<file path="src/rtl/wdog_pkg.sv">
package wdog_pkg;

  localparam int unsigned ADDR_W = 3;

  typedef enum logic [ADDR_W-1:0] {
    A_CTRL   = 3'd0,
    A_BARK   = 3'd1,
    A_BITE   = 3'd2,
    A_COUNT  = 3'd3,
    A_UNLOCK = 3'd4,
    A_ACK    = 3'd5
  } reg_addr_e;

  // control register, bit 2 .. bit 0
  typedef struct packed {
    logic wake_on_bark;
    logic pause_sleep;
    logic enable;
  } ctrl_t;

  localparam int unsigned CTRL_W = $bits(ctrl_t);

endpackage

</file>
<file path="src/rtl/wdog_cfg.sv">
module wdog_cfg
  import wdog_pkg::*;
#(
  parameter int unsigned CNT_W = 32
) (
  input  logic                  clk,
  input  logic                  rst_n,
  input  logic                  we,
  input  logic [ADDR_W-1:0]     waddr,
  input  logic [CNT_W-1:0]      wdata,
  output ctrl_t                 ctrl,
  output logic [CNT_W-1:0]      bark_lim,
  output logic [CNT_W-1:0]      bite_lim,
  output logic                  unlocked
);

  logic cfg_wr;     // a write aimed at a lockable register
  logic cfg_take;   // such a write that is allowed
  logic lock_req;

  assign cfg_wr   = we && (waddr == A_CTRL || waddr == A_BARK || waddr == A_BITE);
  assign cfg_take = cfg_wr && unlocked;
  assign lock_req = we && (waddr == A_UNLOCK) && !wdata[0];

  always_ff @(posedge clk or negedge rst_n) begin
    if (!rst_n) begin
      ctrl     <= '0;
      bark_lim <= '1;
      bite_lim <= '1;
      unlocked <= 1'b1;
    end else begin
      if (lock_req) unlocked <= 1'b0;
      if (cfg_take) begin
        case (waddr)
          A_CTRL:  ctrl     <= ctrl_t'(wdata[CTRL_W-1:0]);
          A_BARK:  bark_lim <= wdata;
          A_BITE:  bite_lim <= wdata;
          default: ;
        endcase
      end
    end
  end

  p_frozen_cfg_r8: assert property (@(posedge clk) disable iff (!rst_n)
    (cfg_wr && !unlocked) |=> ($stable(ctrl) && $stable(bark_lim) && $stable(bite_lim)));

  p_lock_oneway_r8: assert property (@(posedge clk) disable iff (!rst_n)
    !unlocked |=> !unlocked);

endmodule

</file>
<file path="src/rtl/wdog_counter.sv">
module wdog_counter #(
  parameter int unsigned CNT_W = 32
) (
  input  logic             clk,
  input  logic             rst_n,
  input  logic             active,
  input  logic             pet_we,
  input  logic [CNT_W-1:0] pet_val,
  output logic [CNT_W-1:0] cnt
);

  localparam logic [CNT_W-1:0] CNT_MAX = '1;

  function automatic logic [CNT_W-1:0] sat_inc(input logic [CNT_W-1:0] v);
    return (v == CNT_MAX) ? v : v + 1'b1;
  endfunction

  always_ff @(posedge clk or negedge rst_n) begin
    if (!rst_n)      cnt <= '0;
    else if (pet_we) cnt <= pet_val;
    else if (active) cnt <= sat_inc(cnt);
  end

  p_hold_idle_r10: assert property (@(posedge clk) disable iff (!rst_n)
    (!active && !pet_we) |=> $stable(cnt));

  p_step_one_r2: assert property (@(posedge clk) disable iff (!rst_n)
    (active && !pet_we && cnt != CNT_MAX) |=> (cnt == $past(cnt) + 1'b1));

  p_saturate_r2: assert property (@(posedge clk) disable iff (!rst_n)
    (active && !pet_we && cnt == CNT_MAX) |=> (cnt == CNT_MAX));

  p_pet_load_r7: assert property (@(posedge clk) disable iff (!rst_n)
    pet_we |=> (cnt == $past(pet_val)));

endmodule

</file>
<file path="src/rtl/wdog_events.sv">
module wdog_events #(
  parameter int unsigned CNT_W = 32
) (
  input  logic             clk,
  input  logic             rst_n,
  input  logic             active,
  input  logic [CNT_W-1:0] cnt,
  input  logic [CNT_W-1:0] bark_lim,
  input  logic [CNT_W-1:0] bite_lim,
  input  logic             wake_en,
  input  logic             ack_irq,
  input  logic             ack_wake,
  output logic             irq_q,
  output logic             wake_q,
  output logic             bite_q
);

  function automatic logic reached(input logic [CNT_W-1:0] v, input logic [CNT_W-1:0] lim);
    return v >= lim;
  endfunction

  logic bark_hit;
  logic bite_hit;

  assign bark_hit = active && reached(cnt, bark_lim);
  assign bite_hit = active && reached(cnt, bite_lim);

  always_ff @(posedge clk or negedge rst_n) begin
    if (!rst_n) begin
      irq_q  <= 1'b0;
      wake_q <= 1'b0;
      bite_q <= 1'b0;
    end else begin
      if (bark_hit)          irq_q  <= 1'b1;
      else if (ack_irq)      irq_q  <= 1'b0;
      if (bark_hit && wake_en) wake_q <= 1'b1;
      else if (ack_wake)     wake_q <= 1'b0;
      if (bite_hit)          bite_q <= 1'b1;
    end
  end

  p_bark_sets_r3: assert property (@(posedge clk) disable iff (!rst_n)
    bark_hit |=> irq_q);

  p_wake_gated_r4: assert property (@(posedge clk) disable iff (!rst_n)
    (!wake_q && !(bark_hit && wake_en)) |=> !wake_q);

  p_bite_sticky_r6: assert property (@(posedge clk) disable iff (!rst_n)
    bite_q |=> bite_q);

  p_quiet_irq_r10: assert property (@(posedge clk) disable iff (!rst_n)
    (!active && !irq_q) |=> !irq_q);

  p_quiet_bite_r10: assert property (@(posedge clk) disable iff (!rst_n)
    (!active && !bite_q) |=> !bite_q);

endmodule

</file>
<file path="src/rtl/wdog_timer.sv">
module wdog_timer
  import wdog_pkg::*;
#(
  parameter int unsigned CNT_W = 32
) (
  input  logic              clk,
  input  logic              rst_n,
  input  logic              reg_we,
  input  logic [ADDR_W-1:0] reg_waddr,
  input  logic [CNT_W-1:0]  reg_wdata,
  input  logic [ADDR_W-1:0] reg_raddr,
  output logic [CNT_W-1:0]  reg_rdata,
  input  logic              sleep_i,
  input  logic              esc_i,
  input  logic              run_i,
  output logic              bark_irq_o,
  output logic              bark_nmi_o,
  output logic              wake_req_o,
  output logic              bite_rst_o
);

  ctrl_t            ctrl;
  logic [CNT_W-1:0] bark_lim;
  logic [CNT_W-1:0] bite_lim;
  logic [CNT_W-1:0] cnt;
  logic             unlocked;
  logic             active;
  logic             pet_we;
  logic             ack_irq;
  logic             ack_wake;
  logic             irq_q;
  logic             wake_q;
  logic             bite_q;

  // named event wires
  assign active   = ctrl.enable && run_i && !esc_i && !(ctrl.pause_sleep && sleep_i);
  assign pet_we   = reg_we && (reg_waddr == A_COUNT);
  assign ack_irq  = reg_we && (reg_waddr == A_ACK) && reg_wdata[0];
  assign ack_wake = reg_we && (reg_waddr == A_ACK) && reg_wdata[1];

  wdog_cfg #(.CNT_W(CNT_W)) u_cfg (
    .clk      (clk),
    .rst_n    (rst_n),
    .we       (reg_we),
    .waddr    (reg_waddr),
    .wdata    (reg_wdata),
    .ctrl     (ctrl),
    .bark_lim (bark_lim),
    .bite_lim (bite_lim),
    .unlocked (unlocked)
  );

  wdog_counter #(.CNT_W(CNT_W)) u_cnt (
    .clk     (clk),
    .rst_n   (rst_n),
    .active  (active),
    .pet_we  (pet_we),
    .pet_val (reg_wdata),
    .cnt     (cnt)
  );

  wdog_events #(.CNT_W(CNT_W)) u_evt (
    .clk      (clk),
    .rst_n    (rst_n),
    .active   (active),
    .cnt      (cnt),
    .bark_lim (bark_lim),
    .bite_lim (bite_lim),
    .wake_en  (ctrl.wake_on_bark),
    .ack_irq  (ack_irq),
    .ack_wake (ack_wake),
    .irq_q    (irq_q),
    .wake_q   (wake_q),
    .bite_q   (bite_q)
  );

  always_comb begin
    case (reg_raddr)
      A_CTRL:   reg_rdata = {{(CNT_W-CTRL_W){1'b0}}, ctrl};
      A_BARK:   reg_rdata = bark_lim;
      A_BITE:   reg_rdata = bite_lim;
      A_COUNT:  reg_rdata = cnt;
      A_UNLOCK: reg_rdata = {{(CNT_W-1){1'b0}}, unlocked};
      default:  reg_rdata = '0;
    endcase
  end

  assign bark_irq_o = irq_q;
  assign bark_nmi_o = irq_q;
  assign wake_req_o = wake_q;
  assign bite_rst_o = bite_q;

  p_stall_gates_r10: assert property (@(posedge clk) disable iff (!rst_n)
    ((esc_i || !run_i) && !pet_we) |=> $stable(cnt));

  p_disabled_hold_r11: assert property (@(posedge clk) disable iff (!rst_n)
    (!ctrl.enable && !pet_we) |=> $stable(cnt));

  p_sleep_pause_r9: assert property (@(posedge clk) disable iff (!rst_n)
    (ctrl.pause_sleep && sleep_i && !pet_we) |=> $stable(cnt));

endmodule

</file>
<file path="config.mk">
export PLATFORM = sky130hd
export DESIGN_NAME = wdog_timer
export DESIGN_NICKNAME = d
export VERILOG_FILES = /design/src/rtl/wdog_pkg.sv /design/src/rtl/wdog_cfg.sv /design/src/rtl/wdog_counter.sv /design/src/rtl/wdog_events.sv /design/src/rtl/wdog_timer.sv
export SDC_FILE = /design/constraint.sdc
export NUM_CORES = 1
export LEC_CHECK = 0
export BUFFER_PORTS_ARGS = -buffer_cell sky130_fd_sc_hd__buf_2
export CAP_MARGIN = 10
export CORE_MARGIN = 3
export CORE_UTILIZATION = 60
export CTS_CLUSTER_DIAMETER = 200
export CTS_CLUSTER_SIZE = 20
export DETAILED_ROUTE_END_ITERATION = 10
export PLACE_DENSITY = 0.93
export SYNTH_ARGS = -nofsm -noshare
export SYNTH_HDL_FRONTEND = slang
export SYNTH_SLANG_ARGS = --single-unit
</file>
<file path="constraint.sdc">
create_clock -name clk -period 2.7 [get_ports clk]
set_input_delay 0 -clock clk [delete_from_list [all_inputs] [get_ports clk]]
set_output_delay 0 -clock clk [all_outputs]
set_load 0.02 [all_outputs]
</file>
==> impl_metrics.ini, run 1 <==
[detailed_routing]
dr.pass1.iters = 5
viasPerCell = 6.171
wire_per_inst_um = 17.97
drtAntennaViolNets = 0
drt_iter0_drc = 639
drt_wl_total_um = 18450
drc = 0
num_vias = 6338

[sta]
worst_pin_slew_ns = 0.8041
finClkSkew_ns = 0.01071
timing.slew.headroom = 0.4621
min_period_ns = 2.498
finalSetupTns_ns = 0
rsz0062_at_grt = false
setup_violations = 0
min_period_over_period = 0.9251
slew_viol_final = 0
fmax_mhz = 400.4
hold_viol = 0

[synthesis]
synth_top_area_cell = dfstp_2
synth-edff-count = 0
yosysWarnings = 0
ys_types = 56
netlist_top_cells_area = dfstp_2 24%, dfrtp_1 14%, ha_1 12%
ys_async_sr_fraction = 1.000
synth_ff_type = dfstp_2
yosys-top-cells-count = 85 x nand2_1, 79 x nor2_1, 73 x o21ai_0
yosysMostFrequentCell = nand2_1
syn_nets = 889
syn_area_sq_um = 6974
ys_seq_area_frac = 0.3812
synthCells = 780
synth_top_area_share = 0.2449
syn_avg_cell_area_sq_um = 8.941
ys_ff_latch = 103

[outcome]
outcome = finished clean

[floorplan]
placementRows = 38
die_height_um = 113.8
initial_core_util = 0.6295
boundaryPins = 80
die_area_sq_um = 12950
die_w_um = 113.8
core_area_sq_um = 11080

[worst_setup_path]
criticalPathCategory = reg2reg
cp.arrival_ns = 2.73
cp.required_ns = 2.93
cp-start-kind = register
path_max_fanout = 7
worstSetupEndpointType = register

[final_layout]
finalInstanceArea_sq_um = 8154
fillers = 716
fin_nets = 991
regArea_sq_um = 2659
drive_gt1_frac = 0.2570
num_antenna_cells = 0
multi_input_area_sq_um = 3909
area_growth_syn_to_layout_pct = 16.92

[power_and_ir_drop]
powerDensity_nw_per_um2 = 505.9
peakVddDrop_uv = 277.9
power_leakage_nw = 3.719
power_mw = 4.125

[clock_network]
root_buffer = clkbuf_16
cts.clk_slew.worst_paths_ns = 0.07
clk_latency_ns = 0.36
h-tree-depth = 3
tritoncts = done
numCtsBuffers = 9
cts_sinks = 103
ctsResizeCount = 0
cts_max_path_buffers = 2

[global_routing]
grt_overflow = 0
track_usage = 0.2902
first_global_vias = 6253
grt_first_pass_wirelength_um = 30120
grt_max_degree = 53
antenna_found_initial = 0

[placed_design]
portBuffers = 79
routabilityCongestion = 0.9456
place_area_sq_um = 7540
dp_hpwl_um = 12860

[run]
drv_cap = 0

[min_path]
hold_class = in2reg
through the flow:
stage                     hold WS (ns)  std cells    util  worst slack, ns
after floorplan                -0.2956        780       -           0.6842
after global placement        -0.02879        978  0.6806           0.4606
after detailed placement      -0.03019        978  0.6806           0.3471
after CTS                     0.004316       1027  0.7361           0.2673
after global routing           0.02994       1027  0.7361          0.07836
final                         0.002811       1027  0.7361           0.2024
cells by family (layout without fill, tap and decap cells):
kind of cell / Yosys count / after routing / share of synthesized area
flip-flops: 103 / 103 / 0.3812
AO/OA/AOI/OAI: 183 / 183 / 0.1564
AND/OR/NAND/NOR: 252 / 252 / 0.1799
buffers and inverters: 108 / 215 / 0.06028
multiplexers: 40 / 40 / 0.06907
adder cells (fa/ha/maj): 65 / 65 / 0.1166
XOR/XNOR: 29 / 29 / 0.03642
sequential cells by signal, indices dropped and copies added, names as in the netlist:
signal and count:
u_cfg.bark_lim 32, u_cfg.bite_lim 32, u_cnt.cnt 32, u_cfg.ctrl 3, u_cfg.unlocked 1, u_evt.bite_q 1, u_evt.irq_q 1, u_evt.wake_q 1
repair_timing:
action | CTS | global route
endpoints found under the setup margin | 0 | 0
hold buffers | 33 | 0
endpoints found under the hold margin | 143 | 0
setup buffers | 0 | 0
where the power goes:
part	internal [mW]	switching, mW	total, mW
clock	0.717	0.577	1.29
combinational	0.425	0.552	0.977
sequential	1.65	0.210	1.85
layout make-up:
cell class	count	area share
multi-input cells	569	0.4794
flip-flops and latches	103	0.3261
repair buffers	128	0.1056
inverters	71	0.03268
clock buffers	12	0.02900
well taps	140	0.02148
clock inverters	4	0.005831
per-layer routing:
metal | vias up | GRT usage | wire length [um]
met5 | - | 0 | 0
met2 | 301 | 0.4790 | 8694
met1 | 3044 | 0.3827 | 7724
met4 | 0 | 0.1164 | 513
li1 | 2949 | - | -
met3 | 44 | 0.04828 | 1518
final timing paths:
kind,startpoint,cells after the start,end,slack [ns]
min reg2reg,u_cfg.unlocked,1,u_cfg.unlocked,0.49
max reg2reg,u_cnt.cnt[0],7,u_cnt.cnt[17],0.20
min,reg_waddr[0],2,u_cfg.unlocked,0.003
max,u_cnt.cnt[0],7,u_cnt.cnt[17],0.20
max in group asynchronous,rst_n,3,u_cfg.bite_lim[20],1.87
min in group asynchronous,rst_n,2,u_cnt.cnt[15],0.13
worst max-delay path: stages (launching register included):
cell,delay (ns)
dfrtp_1,0.47
ha_1,0.25
nand4_1,0.34
nor4_4,0.36
nand4_1,0.37
nand4_1,0.25
xor2_1,0.22
a21oi_1,0.11
layout by cell type, fill, tap and decap left out, types with 35 or more instances in the layout:
master	netlist	layout
nand2_1	85	84
o21ai_0	73	73
dfrtp_1	38	38
inv_1	71	71
buf_2	0	78
dfstp_2	65	65
a21oi_1	53	53
mux2_2	35	35
nor2_1	79	79
ha_1	65	65
No activity file was read; power rests on OpenSTA's default activity.
==> inputs of run 2 (changes only) <==
--- a/config.mk
+++ b/config.mk
@@ -8,11 +8,12 @@
 export BUFFER_PORTS_ARGS = -buffer_cell sky130_fd_sc_hd__buf_2
 export CAP_MARGIN = 10
 export CORE_MARGIN = 3
-export CORE_UTILIZATION = 60
+export CORE_UTILIZATION = 61
+export CTS_BUF_LIST = sky130_fd_sc_hd__clkbuf_2
 export CTS_CLUSTER_DIAMETER = 200
 export CTS_CLUSTER_SIZE = 20
 export DETAILED_ROUTE_END_ITERATION = 10
-export PLACE_DENSITY = 0.93
+export PLACE_DENSITY = 0.94
 export SYNTH_ARGS = -nofsm -noshare
 export SYNTH_HDL_FRONTEND = slang
 export SYNTH_SLANG_ARGS = --single-unit
==> run 2 against run 1 <==
  * Sequential cell count unchanged
  * Clock power fell by 34%
  * Register-to-register slack better by 0.02 ns
  * First-iteration DRC count increased by 14%
  * Sequential share of layout area fell by 0.21 points
  * Global-route usage rose by 2.2 points
  * Critical path depth increased by 1
  * Die area fell by 1.6%
  * Clock skew increased by 0.030 ns
  * Critical path type unchanged
  * Critical endpoint is now u_evt.wake_q
==> impl_metrics.ini, run 2 (synthesis gave the netlist of run 1 again) <==
[placed_design]
placed_cells = 974
place_ws_ns = 0.2717
portBuffers = 79
routabilityCongestion = 0.9132
place_area_sq_um = 7522
dp_hpwl_um = 12930

[worst_setup_path]
worstSetupEndpointType = register
crit_buf_inv = 1
crit_start = u_cfg.bark_lim[15]
crit_chain = inv_1 -> ha_1 -> nand4_1 -> or3_1 -> a221oi_1 -> or4_1 -> a31oi_1 -> o21ai_0
reg2regPathDepth = 8
path_depth = 8
critical_path.top_delay_family = simple AND/OR/NAND/NOR gates
critPathMaxStageDelay_ns = 0.60
path_max_fanout = 3
cpMaxStageDelayCell = dfstp_2
cp-start-kind = register
cp.arrival_ns = 3.04
criticalPathCategory = reg2reg
r2r_start = u_cfg.bark_lim[15]
cp.required_ns = 3.26

[global_routing]
grtUsageMet1 = 0.4097
grt_max_degree = 63
gr-usage-met2 = 0.5197
top_usage_layer = met2
grt_overflow = 0
first_global_vias = 6513
track_usage = 0.3119
grt_first_pass_wirelength_um = 32260
grt_use_met3 = 0.05455
antenna_found_initial = 0

[sta]
finalSetupTns_ns = 0
rsz0062_at_grt = false
min_period_ns = 2.479
layout_setup_ws_ns = 0.2208
hold_viol = 0
timing.slew.headroom = 0.3085
finClkSkew_ns = 0.04023
worst_pin_slew_ns = 1.034
min_period_over_period = 0.9182
fmax_mhz = 403.4
slew_viol_final = 0
setup_violations = 0
worst_hold_slack_ns = 0.09423

[power_and_ir_drop]
powerDensity_nw_per_um2 = 449.1
power_leakage_nw = 3.703
peakVddDrop_uv = 377.8
power_mw = 3.686

[final_layout]
fillers = 716
post-route-util = 0.7473
fin_nets = 1009
layout_commonest_cell = nand2_1
finalInstanceArea_sq_um = 8208
finalNonFillerCells = 1045
num_antenna_cells = 0
mostFrequentLayoutCells = 84 x nand2_1, 79 x nor2_1, 78 x buf_2
top_regs = u_cfg.bark_lim: 32 flops, u_cfg.bite_lim: 32 flops, u_cnt.cnt: 32 flops
area_growth_syn_to_layout_pct = 17.69
drive_gt1_frac = 0.2508

[detailed_routing]
wire_per_inst_um = 18.47
drtAntennaViolNets = 0
drc = 0
drt_wl_total_um = 19300
dr.pass1.iters = 5
num_vias = 6493
drt_iter0_drc = 730
viasPerCell = 6.213

[min_path]
hold_class = in2reg
min-delay-start = reg_wdata[27]
holdPathStages = 4

[clock_network]
h-tree-depth = 3
numCtsBuffers = 9
clk_latency_ns = 0.64
root_buffer = clkbuf_2
cts_max_path_buffers = 2
cts_sinks = 103
cts.clk_slew.worst_paths_ns = 0.30
ctsResizeCount = 0
tritoncts = done

[floorplan]
die_area_sq_um = 12750
die_height_um = 112.9
boundaryPins = 80
initial_core_util = 0.6350
core_area_sq_um = 10980
die_w_um = 112.9
placementRows = 38

[run]
drv_cap = 0

[outcome]
outcome = finished clean
-- run 2: changes by cell type in the layout (fill, tap and decap cells not counted) --
cell | previous run | this run
clkbuf_1 | 3 | 0
bufinv_16 | 1 | 2
buf_4 | 16 | 11
dlygate4sd3_1 | 33 | 55
clkinvlp_4 | 1 | 2
clkbuf_16 | 9 | 0
buf_12 | 1 | 2
clkbuf_2 | 0 | 10
-- run 2: tightest hold or removal path, delay by kind of cell --
| family | cells | cell delay [ns] |
|---|---|---|
| AO/OA/AOI/OAI | 1 | 0.07 |
| AND/OR/NAND/NOR | 1 | 0.04 |
| buffers and inverters | 2 | 0.66 |
-- run 2: path summary, 6_finish.rpt --
kind | end | slack [ns]
setup / recovery | u_evt.wake_q | 0.22
hold reg to reg | u_cfg.unlocked | 0.51
min in group asynchronous | u_cfg.bite_lim[29] | 0.15
max in group asynchronous | u_cnt.cnt[7] | 1.05
setup reg to reg | u_evt.wake_q | 0.22
hold / removal | u_cfg.bite_lim[27] | 0.09
-- run 2: report_power, final --
group	total, mW	leakage, nW	internal [mW]	switching, mW
combinational	0.971	2.51	0.424	0.547
sequential	1.87	1.12	1.65	0.220
clock	0.848	0.0779	0.305	0.543
-- run 2: layer usage --
metal / routed length [um] / share of wire / up-vias
met5: 0 / 0 / -
met4: 631 / 0.033 / 0
met3: 1635 / 0.085 / 66
met2: 9367 / 0.49 / 360
met1: 7661 / 0.40 / 3089
li1: - / - / 2978
-- run 2: cell type report --
class,count,area [sq um],share of cell area
Tap cell,140,175.2,0.02134
Clock buffer,10,50.05,0.006098
Inverter,71,266.5,0.03247
Multi-Input combinational cell,569,3909,0.4762
Sequential cell,103,2659,0.3239
Clock inverter,6,85.08,0.01037
Timing Repair Buffer,146,1064,0.1296
-- run 2: what timing repair did --
item | 4_1_cts | 5_1_grt
hold endpoints to repair | 172 | 0
setup buffers | 0 | 0
hold buffers | 55 | 0
==> inputs of run 3 (changes only) <==
--- a/config.mk
+++ b/config.mk
@@ -13,6 +13,7 @@
 export CTS_CLUSTER_DIAMETER = 200
 export CTS_CLUSTER_SIZE = 20
 export DETAILED_ROUTE_END_ITERATION = 10
+export GPL_TIMING_DRIVEN = 0
 export PLACE_DENSITY = 0.94
 export SYNTH_ARGS = -nofsm -noshare
 export SYNTH_HDL_FRONTEND = slang
==> run 3 against run 2 <==
  * Register-to-register slack worse by 0.13 ns
  * Highest routed layer unchanged
  * First-iteration DRC count up 19%
  * Largest power group unchanged
  * Global-route usage up 1.7 points
  * Setup slack worse by 0.13 ns
  * Die area unchanged
  * Design area down 1.2%
  * Sequential cell count unchanged
  * Utilization down 0.91 points
  * Total power down 1.7%
  * Largest cell class unchanged
==> impl_metrics.ini, run 3 (synthesis gave the netlist of run 1 again) <==
[global_routing]
grt_overflow = 0
first_global_vias = 6515
grt_first_pass_wirelength_um = 32920
antenna_found_initial = 0
grt_max_degree = 72
track_usage = 0.3290

[final_layout]
multi_input_area_sq_um = 3908
layout_commonest_cell = nand2_1
drive_gt1_frac = 0.2350
mostFrequentLayoutCells = 85 x nand2_1, 79 x nor2_1, 75 x buf_2
num_antenna_cells = 0
area_growth_syn_to_layout_pct = 16.25
top_regs = u_cfg.bark_lim: 32 flops, u_cfg.bite_lim: 32 flops, u_cnt.cnt: 32 flops
fin_nets = 1019
finalInstanceArea_sq_um = 8108
regArea_sq_um = 2659
fillers = 770

[detailed_routing]
wire_per_inst_um = 19.74
drc = 0
drt_iter0_drc = 872
drt_wl_total_um = 20830
drtAntennaViolNets = 0
num_vias = 6716
dr.pass1.iters = 6
viasPerCell = 6.366

[clock_network]
clk_latency_ns = 0.63
root_buffer = clkbuf_2
tritoncts = done
h-tree-depth = 3
cts.clk_slew.worst_paths_ns = 0.30
cts_max_path_buffers = 2
numCtsBuffers = 9
cts_sinks = 103

[worst_setup_path]
criticalPathCategory = reg2reg
cp.required_ns = 3.25
cp.arrival_ns = 3.16
cp-start-kind = register
worstSetupEndpointType = register
path_max_fanout = 3

[power_and_ir_drop]
peakVddDrop_uv = 259.0
power_leakage_nw = 3.666
powerDensity_nw_per_um2 = 447.1

[placed_design]
dp_hpwl_um = 14640
place_area_sq_um = 7560
portBuffers = 76
routabilityCongestion = 0.9597

[floorplan]
die_height_um = 112.9
die_w_um = 112.9
initial_core_util = 0.6350
placementRows = 38
boundaryPins = 80
core_area_sq_um = 10980
die_area_sq_um = 12750

[sta]
worst_pin_slew_ns = 1.046
worst_hold_slack_ns = 0.06622
rsz0062_at_grt = false
setup_violations = 0
slew_viol_final = 0
finalSetupTns_ns = 0
hold_viol = 0
fmax_mhz = 383.2
finClkSkew_ns = 0.04727
min_period_ns = 2.609
timing.slew.headroom = 0.3027
min_period_over_period = 0.9665

[min_path]
hold_class = in2async

[outcome]
outcome = finished clean

[run]
drv_cap = 0
==> run 3: final cells by class <==
type,instances,share of cell area
multi-input cells,569,0.4819
well taps,140,0.02160
clock inverters,7,0.008951
repair buffers,119,0.1022
plain buffers,37,0.01898
clock buffers,9,0.005556
inverters,71,0.03287
flip-flops and latches,103,0.3279
==> run 3: power breakdown <==
| group | internal, mW | switching (mW) | leakage, nW | total (mW) |
|---|---|---|---|---|
| sequential | 1.65 | 0.219 | 1.12 | 1.87 |
| clock | 0.217 | 0.547 | 0.0715 | 0.764 |
| combinational | 0.426 | 0.567 | 2.48 | 0.994 |
| total | 2.29 | 1.33 | 3.67 | 3.62 |
==> run 3: final timing paths <==
path	slack, ns	start	depth (start not counted)	endpoint
worst max-delay path	0.09	u_cfg.bark_lim[13]	8	u_evt.irq_q
worst min-delay path	0.07	rst_n	2	u_cfg.bite_lim[7]
worst max register to register	0.09	u_cfg.bark_lim[13]	8	u_evt.irq_q
worst min register to register	0.51	u_cfg.unlocked	1	u_cfg.unlocked
max in group asynchronous	1.90	rst_n	3	u_cnt.cnt[17]
min in group clk	0.08	esc_i	6	u_cnt.cnt[23]
==> run 3: critical path, cell delays in order, from the launching register on <==
cell and delay, ns:
dfstp_2 0.62, inv_1 0.05, ha_1 0.30, nand4_1 0.19
or3_1 0.47, a221oi_2 0.27, or4_1 0.26, a31oi_1 0.19
o21ai_0 0.24
==> run 3: per-stage QoR <==
step | power [mW] | util | setup WS, ns | std cells
2_1_floorplan | 2.449 | - | 0.6842 | 780
3_3_place_gp | 2.730 | 0.6856 | 0.1651 | 996
3_5_place_dp | 2.790 | 0.6883 | 0.06792 | 997
4_1_cts | 3.591 | 0.7364 | 0.04575 | 1054
5_1_grt | 3.820 | 0.7382 | 0.01173 | 1055
6_report | 3.625 | 0.7382 | 0.09055 | 1055
==> run 3: repair_timing <==
action / in CTS / in global routing
gates resized for setup: 0 / 2
setup endpoints to repair: 0 / 19
hold endpoints to repair: 206 / 0
setup buffers: 0 / 1
hold buffers: 41 / 0
==> run 3: layer usage <==
| layer | GRT usage | up-vias | part of all wire |
|---|---|---|---|
| met5 | 0 | - | 0 |
| met4 | 0.2059 | 0 | 0.070 |
| met3 | 0.07487 | 130 | 0.11 |
| met2 | 0.5079 | 459 | 0.44 |
| met1 | 0.4193 | 3135 | 0.37 |
| li1 | - | 2992 | - |
